[src/rtl/psram_pkg.sv]
package psram_pkg;

    localparam int BURST_W = 2;

    typedef enum logic [1:0] {
        OP_IDLE  = 2'd0,
        OP_READ  = 2'd1,
        OP_WRITE = 2'd2
    } op_t;

    // All three selects must agree for the chip to respond
    function automatic logic chip_selected(logic s_n, logic s_hi, logic s_lo_n);
        return !s_n && s_hi && !s_lo_n;
    endfunction

    // Low address bits for burst step 'step' from start 'base'
    function automatic logic [BURST_W-1:0] burst_offset(logic [BURST_W-1:0] base,
                                                        logic [BURST_W-1:0] step,
                                                        logic linear);
        return linear ? (base + step) : (base ^ step);
    endfunction

endpackage

[src/rtl/psram_burst_ctr.sv]
module psram_burst_ctr
    import psram_pkg::*;
#(
    parameter int AW = 6
) (
    input  logic          clk,
    input  logic          rst,
    input  logic          load,
    input  logic [AW-1:0] load_addr,
    input  logic          advance,
    input  logic          linear,
    output logic [AW-1:0] addr_now
);

    logic [AW-1:0]      base_q;
    logic [BURST_W-1:0] step_q;
    logic [BURST_W-1:0] step_use;

    assign step_use = advance ? step_q + 1'b1 : step_q;

    always_comb begin
        if (load)
            addr_now = load_addr;
        else
            addr_now = {base_q[AW-1:BURST_W],
                        burst_offset(base_q[BURST_W-1:0], step_use, linear)};
    end

    always_ff @(posedge clk) begin
        if (rst) begin
            base_q <= '0;
            step_q <= '0;
        end else if (load) begin
            base_q <= load_addr;
            step_q <= '0;
        end else if (advance) begin
            step_q <= step_q + 1'b1;
        end
    end

    // without load or advance for two cycles the address holds
    assert_burst_hold_R5: assert property (@(posedge clk) disable iff (rst)
        (!load && !advance) ##1 (!load && !advance && $stable(linear)) |-> $stable(addr_now));

    // upper address bits never move during a burst step
    assert_burst_upper_R5: assert property (@(posedge clk) disable iff (rst)
        (!load && advance) ##1 (!load) |-> (addr_now[AW-1:BURST_W] == $past(addr_now[AW-1:BURST_W])));

endmodule

[src/rtl/psram_array.sv]
module psram_array #(
    parameter int AW     = 6,
    parameter int LANES  = 4,
    parameter int LANE_W = 8
) (
    input  logic                    clk,
    input  logic                    we,
    input  logic                    re,
    input  logic [AW-1:0]           addr,
    input  logic [LANES-1:0]        lanes,
    input  logic [LANES*LANE_W-1:0] wdata,
    output logic [LANES*LANE_W-1:0] rword
);

    localparam int DW    = LANES * LANE_W;
    localparam int DEPTH = 1 << AW;

    logic [DW-1:0] mem [DEPTH];

    always_ff @(posedge clk) begin
        if (we) begin
            for (int i = 0; i < LANES; i++) begin
                if (lanes[i])
                    mem[addr][i*LANE_W +: LANE_W] <= wdata[i*LANE_W +: LANE_W];
            end
        end
        if (re)
            rword <= mem[addr];
    end

endmodule

[src/rtl/psram_out_drv.sv]
module psram_out_drv #(
    parameter int DW = 32
) (
    input  logic          clk,
    input  logic          rst,
    input  logic          read_done,
    input  logic [DW-1:0] word_in,
    input  logic          oe_n,
    output logic [DW-1:0] data_o,
    output logic          drv_o
);

    logic valid_q;

    always_ff @(posedge clk) begin
        if (rst)
            valid_q <= 1'b0;
        else
            valid_q <= read_done;
    end

    assign drv_o  = valid_q && !oe_n;
    assign data_o = drv_o ? word_in : '0;

endmodule

[src/rtl/psram_pipe_burst.sv]
module psram_pipe_burst
    import psram_pkg::*;
#(
    parameter int AW     = 6,
    parameter int LANES  = 4,
    parameter int LANE_W = 8
) (
    input  logic                    clk,
    input  logic                    rst,
    input  logic [AW-1:0]           addr,
    input  logic [LANES*LANE_W-1:0] wdata,
    input  logic                    sel_n,
    input  logic                    sel_hi,
    input  logic                    sel_lo_n,
    input  logic                    strb_cpu_n,
    input  logic                    strb_ctl_n,
    input  logic                    adv_n,
    input  logic                    lanes_arm_n,
    input  logic [LANES-1:0]        lane_wr_n,
    input  logic                    wr_all_n,
    input  logic                    linear_burst,
    input  logic                    drive_en_n,
    output logic [LANES*LANE_W-1:0] rdata,
    output logic                    rdata_drv
);

    localparam int DW = LANES * LANE_W;

    typedef struct packed {
        op_t              op;
        logic [AW-1:0]    addr;
        logic [LANES-1:0] lanes;
        logic [DW-1:0]    data;
    } req_t;

    logic             start;
    logic             chip_hit;
    logic             sel_q;
    logic             eff_sel;
    logic             advance;
    logic [AW-1:0]    addr_now;
    logic [LANES-1:0] lane_sel;
    req_t             req_d, st1;
    logic [DW-1:0]    rword;

    // Controller strobe always starts; processor strobe needs primary select
    assign start    = !strb_ctl_n || (!strb_cpu_n && !sel_n);
    assign chip_hit = chip_selected(sel_n, sel_hi, sel_lo_n);
    assign eff_sel  = start ? chip_hit : sel_q;
    assign advance  = !start && sel_q && !adv_n;

    for (genvar g = 0; g < LANES; g++) begin : g_lane
        assign lane_sel[g] = !wr_all_n || (!lanes_arm_n && !lane_wr_n[g]);
    end

    psram_burst_ctr #(.AW(AW)) u_ctr (
        .clk       (clk),
        .rst       (rst),
        .load      (start),
        .load_addr (addr),
        .advance   (advance),
        .linear    (linear_burst),
        .addr_now  (addr_now)
    );

    always_comb begin
        req_d.addr  = addr_now;
        req_d.lanes = lane_sel;
        req_d.data  = wdata;
        if (!eff_sel)
            req_d.op = OP_IDLE;
        else if (|lane_sel)
            req_d.op = OP_WRITE;
        else
            req_d.op = OP_READ;
    end

    always_ff @(posedge clk) begin
        if (rst) begin
            sel_q <= 1'b0;
            st1   <= '0;
        end else begin
            if (start)
                sel_q <= chip_hit;
            st1 <= req_d;
        end
    end

    psram_array #(.AW(AW), .LANES(LANES), .LANE_W(LANE_W)) u_mem (
        .clk   (clk),
        .we    (st1.op == OP_WRITE),
        .re    (st1.op == OP_READ),
        .addr  (st1.addr),
        .lanes (st1.lanes),
        .wdata (st1.data),
        .rword (rword)
    );

    psram_out_drv #(.DW(DW)) u_out (
        .clk       (clk),
        .rst       (rst),
        .read_done (st1.op == OP_READ),
        .word_in   (rword),
        .oe_n      (drive_en_n),
        .data_o    (rdata),
        .drv_o     (rdata_drv)
    );

    // a read in the request stage drives the bus one edge later
    assert_read_pipe_R4: assert property (@(posedge clk) disable iff (rst)
        (st1.op == OP_READ) |=> (rdata_drv == !drive_en_n));

    // anything other than a read leaves the bus released next cycle
    assert_write_quiet_R8: assert property (@(posedge clk) disable iff (rst)
        (st1.op != OP_READ) |=> !rdata_drv);

    // a deselecting strobe produces an idle request stage
    assert_deselect_R10: assert property (@(posedge clk) disable iff (rst)
        (start && !chip_hit) |=> (st1.op == OP_IDLE));

    // processor strobe with primary select high keeps the chip selected
    assert_cpu_ignored_R3: assert property (@(posedge clk) disable iff (rst)
        (strb_ctl_n && !strb_cpu_n && sel_n && sel_q) |=> sel_q);

    // global write produces a full-lane write request
    assert_global_write_R7: assert property (@(posedge clk) disable iff (rst)
        (!wr_all_n && eff_sel) |=> (st1.op == OP_WRITE && st1.lanes == '1));

    // no write request without the lane master enable or global write
    assert_lane_gate_R6: assert property (@(posedge clk) disable iff (rst)
        (wr_all_n && lanes_arm_n) |=> (st1.op != OP_WRITE));

    // an undriven bus carries zeros
    always_comb begin
        assert_float_zero_R9: assert (rdata_drv || rdata == '0);
    end

endmodule

[config.mk]
export PLATFORM = sky130hd
export DESIGN_NAME = psram_pipe_burst
export DESIGN_NICKNAME = d
export VERILOG_FILES = /design/src/rtl/psram_pkg.sv /design/src/rtl/psram_burst_ctr.sv /design/src/rtl/psram_array.sv /design/src/rtl/psram_out_drv.sv /design/src/rtl/psram_pipe_burst.sv
export SDC_FILE = /design/constraint.sdc
export NUM_CORES = 2
export LEC_CHECK = 0
export BUFFER_PORTS_ARGS = -buffer_cell sky130_fd_sc_hd__buf_2
export CORE_ASPECT_RATIO = 1.4
export CORE_UTILIZATION = 40
export CTS_BUF_LIST = sky130_fd_sc_hd__clkbuf_2
export DETAILED_ROUTE_END_ITERATION = 8
export SYNTH_ARGS = -nofsm -noshare
export SYNTH_HDL_FRONTEND = slang
export SYNTH_HIERARCHICAL = 1
export SYNTH_SLANG_ARGS = --single-unit
[constraint.sdc]
create_clock -name clk -period 7.4 [get_ports clk]
set_input_delay 1.48 -clock clk [delete_from_list [all_inputs] [get_ports clk]]
set_output_delay 1.48 -clock clk [all_outputs]
set_load 0.02 [all_outputs]
==> impl_metrics.csv <==
group,metric,value,unit
sta,rsz0062_at_grt,"no",
global_route,grt_pass1_wl,370000,um
die,die_x,383,um
sta,slew-limit-headroom,20.4,%
routing,antenna_left,0,
yosys,synth.area.mux_share,3.41,%
final_layout,multi_input_area,16200,um2
placed_design,port-buffer-count,86,
die,io_pins,87,
yosys,synth_flop_cell,"edfxtp_1",
die,dieHeight,536,um
final_layout,drive_gt1_share,19.8,%
yosys,ys_ff_latch,2134,
sta,setup_viol,0,
yosys,syn_area,81400,um2
clock_network,tritoncts,"built",
clock_network,cts_buffers,456,
yosys,synth.area.top_cells,"edfxtp_1 (77%), a221oi_1 (5.3%), a22oi_1 (2.7%), nor2_1 (2.4%), dfxtp_1 (1.3%)",
die,die-area,205000,um2
sta,finalCritPeriodShare,62.7,%
yosys,yosysTopAreaCellShare,76.7,%
yosys,yosysWarnings,6,
final_layout,area_growth,9.05,%
global_route,antenna_found_initial,21,
global_route,grt_usage,25.2,%
clock_network,clockBufferDepth,4,
die,core,202000,um2
sta,setup_slack,2.76,ns
placed_design,preCtsSetupSlack,2.94,ns
power_and_ir_drop,power.leakage,28.0,nW
yosys,synthCells,4833,
run_status,violations,"DRC",
placed_design,hpwl,156000,um
yosys,synth.avg_cell_area,16.8,um2
sta,period_needed,4.64,ns
final_layout,final_common_cell,"edfxtp_1",
power_and_ir_drop,ir_worst_vdd,0.000134,V
worst_setup_path,path_class,"flop to flop",
yosys,async_flop_share,0,%
worst_setup_path,cp_data_arrival_time,5.85,ns
power_and_ir_drop,p_int,16.3,mW
power_and_ir_drop,clkPwrFrac,32.1,%
clock_network,clk_pin_slew_worst_paths,0.11,ns
placed_design,gp_congestion,0.883,
final_layout,nets,5168,
yosys,synth_nets,4888,
worst_hold_path,hp-class,"input port to flop",
power_and_ir_drop,combPwrFrac,7.5,%
sta,worst_pin_slew,1.19,ns
final_layout,layout_common_cells,"edfxtp_1 (2080), clkbuf_2 (633), nor2_1 (515), a221oi_1 (493), a22oi_1 (291)",
die,start_util,40.3,%
routing,vias,50259,
power_and_ir_drop,powerDensity,248,nW/um2
routing,wire_per_inst,32.4,um
worst_setup_path,worst-path-max-fanout,44,
sta,hold_viol,0,
yosys,synth_cell_types,63,
clock_network,cts_max_level,5,
routing,drc,5,
clock_network,worstSkewPairLatency,1.68,ns
yosys,synth_top_area_cell,"edfxtp_1",
global_route,grt_start_max_net_pins,129,
run,drv_cap,0,
yosys,yosys.area_share.adder,0.0154,%
sta,clock.fmax,0.216,GHz
global_route,grt_pass1_vias,49878,
yosys,synth_top_family_by_area,"compound AO/OA/AOI/OAI gates",
clock_network,clock_sinks,2134,
final_layout,fill_cells,17877,
yosys,synth_xor_area_share,0.0108,%
yosys,synth_compound_area_share,11.5,%
routing,first_pass_iters,8,
clock_network,cts_resized,0,
yosys,yosys.area_share.simple,4.82,%
sta,setup_tns,0,ns
power_and_ir_drop,switching_power,5.78,mW
run_status,outcome,"complete, but fails checks",
yosys,synth_edf_count,2080,
power_and_ir_drop,seqPwrFrac,60.4,%
worst_setup_path,end_kind,"flop",
worst_setup_path,crit_path_start_kind,"flop",
die,rows,195,
routing,vias_per_cell,6.18,
routing,drt-initial-drc-count,6120,
sta,fin_skew,0.137,ns
clock_network,hold_buffers,7,
final_layout,seq_area,63600,um2
global_route,grt_overflow,0,
yosys,ys_seq_area_share,78.1,%
clock_network,post_cts_buffers,0,
clock_network,cts-root-buf,"clkbuf_2",
worst_setup_path,required,8.61,ns
routing,wl,264000,um
power_and_ir_drop,switching_share,26.2,%
sta,maxSlewViolCount,0,
[power by group through the flow]
stage               combinational, mW  sequential, mW  clock (mW)
floorplan                       0.838            13.6           0
global placement                 1.61            13.6           0
detailed placement               1.62            13.6           0
CTS                              1.63            13.3        7.20
global route                     1.70            13.3        7.76
finish                           1.65            13.3        7.07
[per-stage QoR]
stage	instances	hold WS (ns)	utilization, %	total power [mW]	cell area [um2]
4_1_cts	8130	0.00284	44.0	22.1	88700
6_report	8139	0.103	44.0	22.0	88800
2_1_floorplan	4833	0.442	-	14.5	81400
5_1_grt	8139	0.0324	44.0	22.8	88800
3_5_place_dp	7307	0.461	41.9	15.2	84600
3_3_place_gp	7307	0.460	41.9	15.2	84600
[state kept, by name (all words and copies together) (netlist names)]
| name | flops |
|---|---|
| u_mem/rword | 32 |
| u_ctr/step_q | 2 |
| u_out/valid_q | 1 |
| sel_q | 1 |
| u_mem/mem | 2048 |
| u_ctr/base_q | 6 |
| st1 | 44 |
[final timing paths]
kind                            depth (start not counted)                 to       startpoint  slack (ns)
worst max-delay path                                    4  u_mem/mem[47][29]          st1[37]        2.76
worst min register to register                          2    u_ctr/base_q[0]  u_ctr/base_q[0]        0.48
worst max register to register                          4  u_mem/mem[47][29]          st1[37]        2.76
worst min-delay path                                    2            st1[19]        wdata[19]        0.10
[routing by layer]
metal  track usage (%)  part of all wire, %  up-vias
li1                  -                    -    20720
met1              30.9                   36    25711
met2              41.1                   48     3128
met3              5.01                  9.2      690
met4              15.2                  6.5       10
met5                 0                0.028        -
[final cells by class]
type	count	share of cell area, %
Timing Repair Buffer	205	1.67
Sequential cell	2134	71.7
Clock inverter	183	1.04
Inverter	6	0.0423
Multi-Input combinational cell	2310	18.3
Tap cell	2659	3.75
Clock buffer	633	3.57
Antenna cell	9	0.0254
[synthesized netlist by cell type, types with 9 or more instances]
cell type	instances
a211o_1	14
a21oi_1	65
a221oi_1	493
a222oi_1	9
a22oi_1	291
and2_1	9
and3b_1	16
and3b_2	18
buf_1	54
buf_2	131
buf_4	15
buf_6	12
clkbuf_1	171
dfxtp_1	54
edfxtp_1	2080
mux2_2	80
mux2i_1	93
mux4_2	42
nand2_1	86
nand3_1	28
nand4_1	17
nor2_1	518
nor2b_1	53
nor3_1	56
o211ai_1	11
o21ai_0	107
o21ai_1	22
o221ai_1	20
o22a_1	14
o22ai_1	135
o32ai_1	17
or3_1	9
or4_1	10
[worst max-delay path: stages (launching register included)]
cell,delay (ns)
dfxtp_4,0.87
nand2_2,0.77
nor2_1,1.00
nand2_1,0.70
nor2_1,0.80
[cells by family after synthesis]
family / after synthesis
AND/OR/NAND/NOR: 857
multiplexers: 215
buffers and inverters: 389
XOR/XNOR: 1
AO/OA/AOI/OAI: 1236
adder cells (fa/ha/maj): 1
flip-flops: 2134
Power figures use the tool's default switching activity.
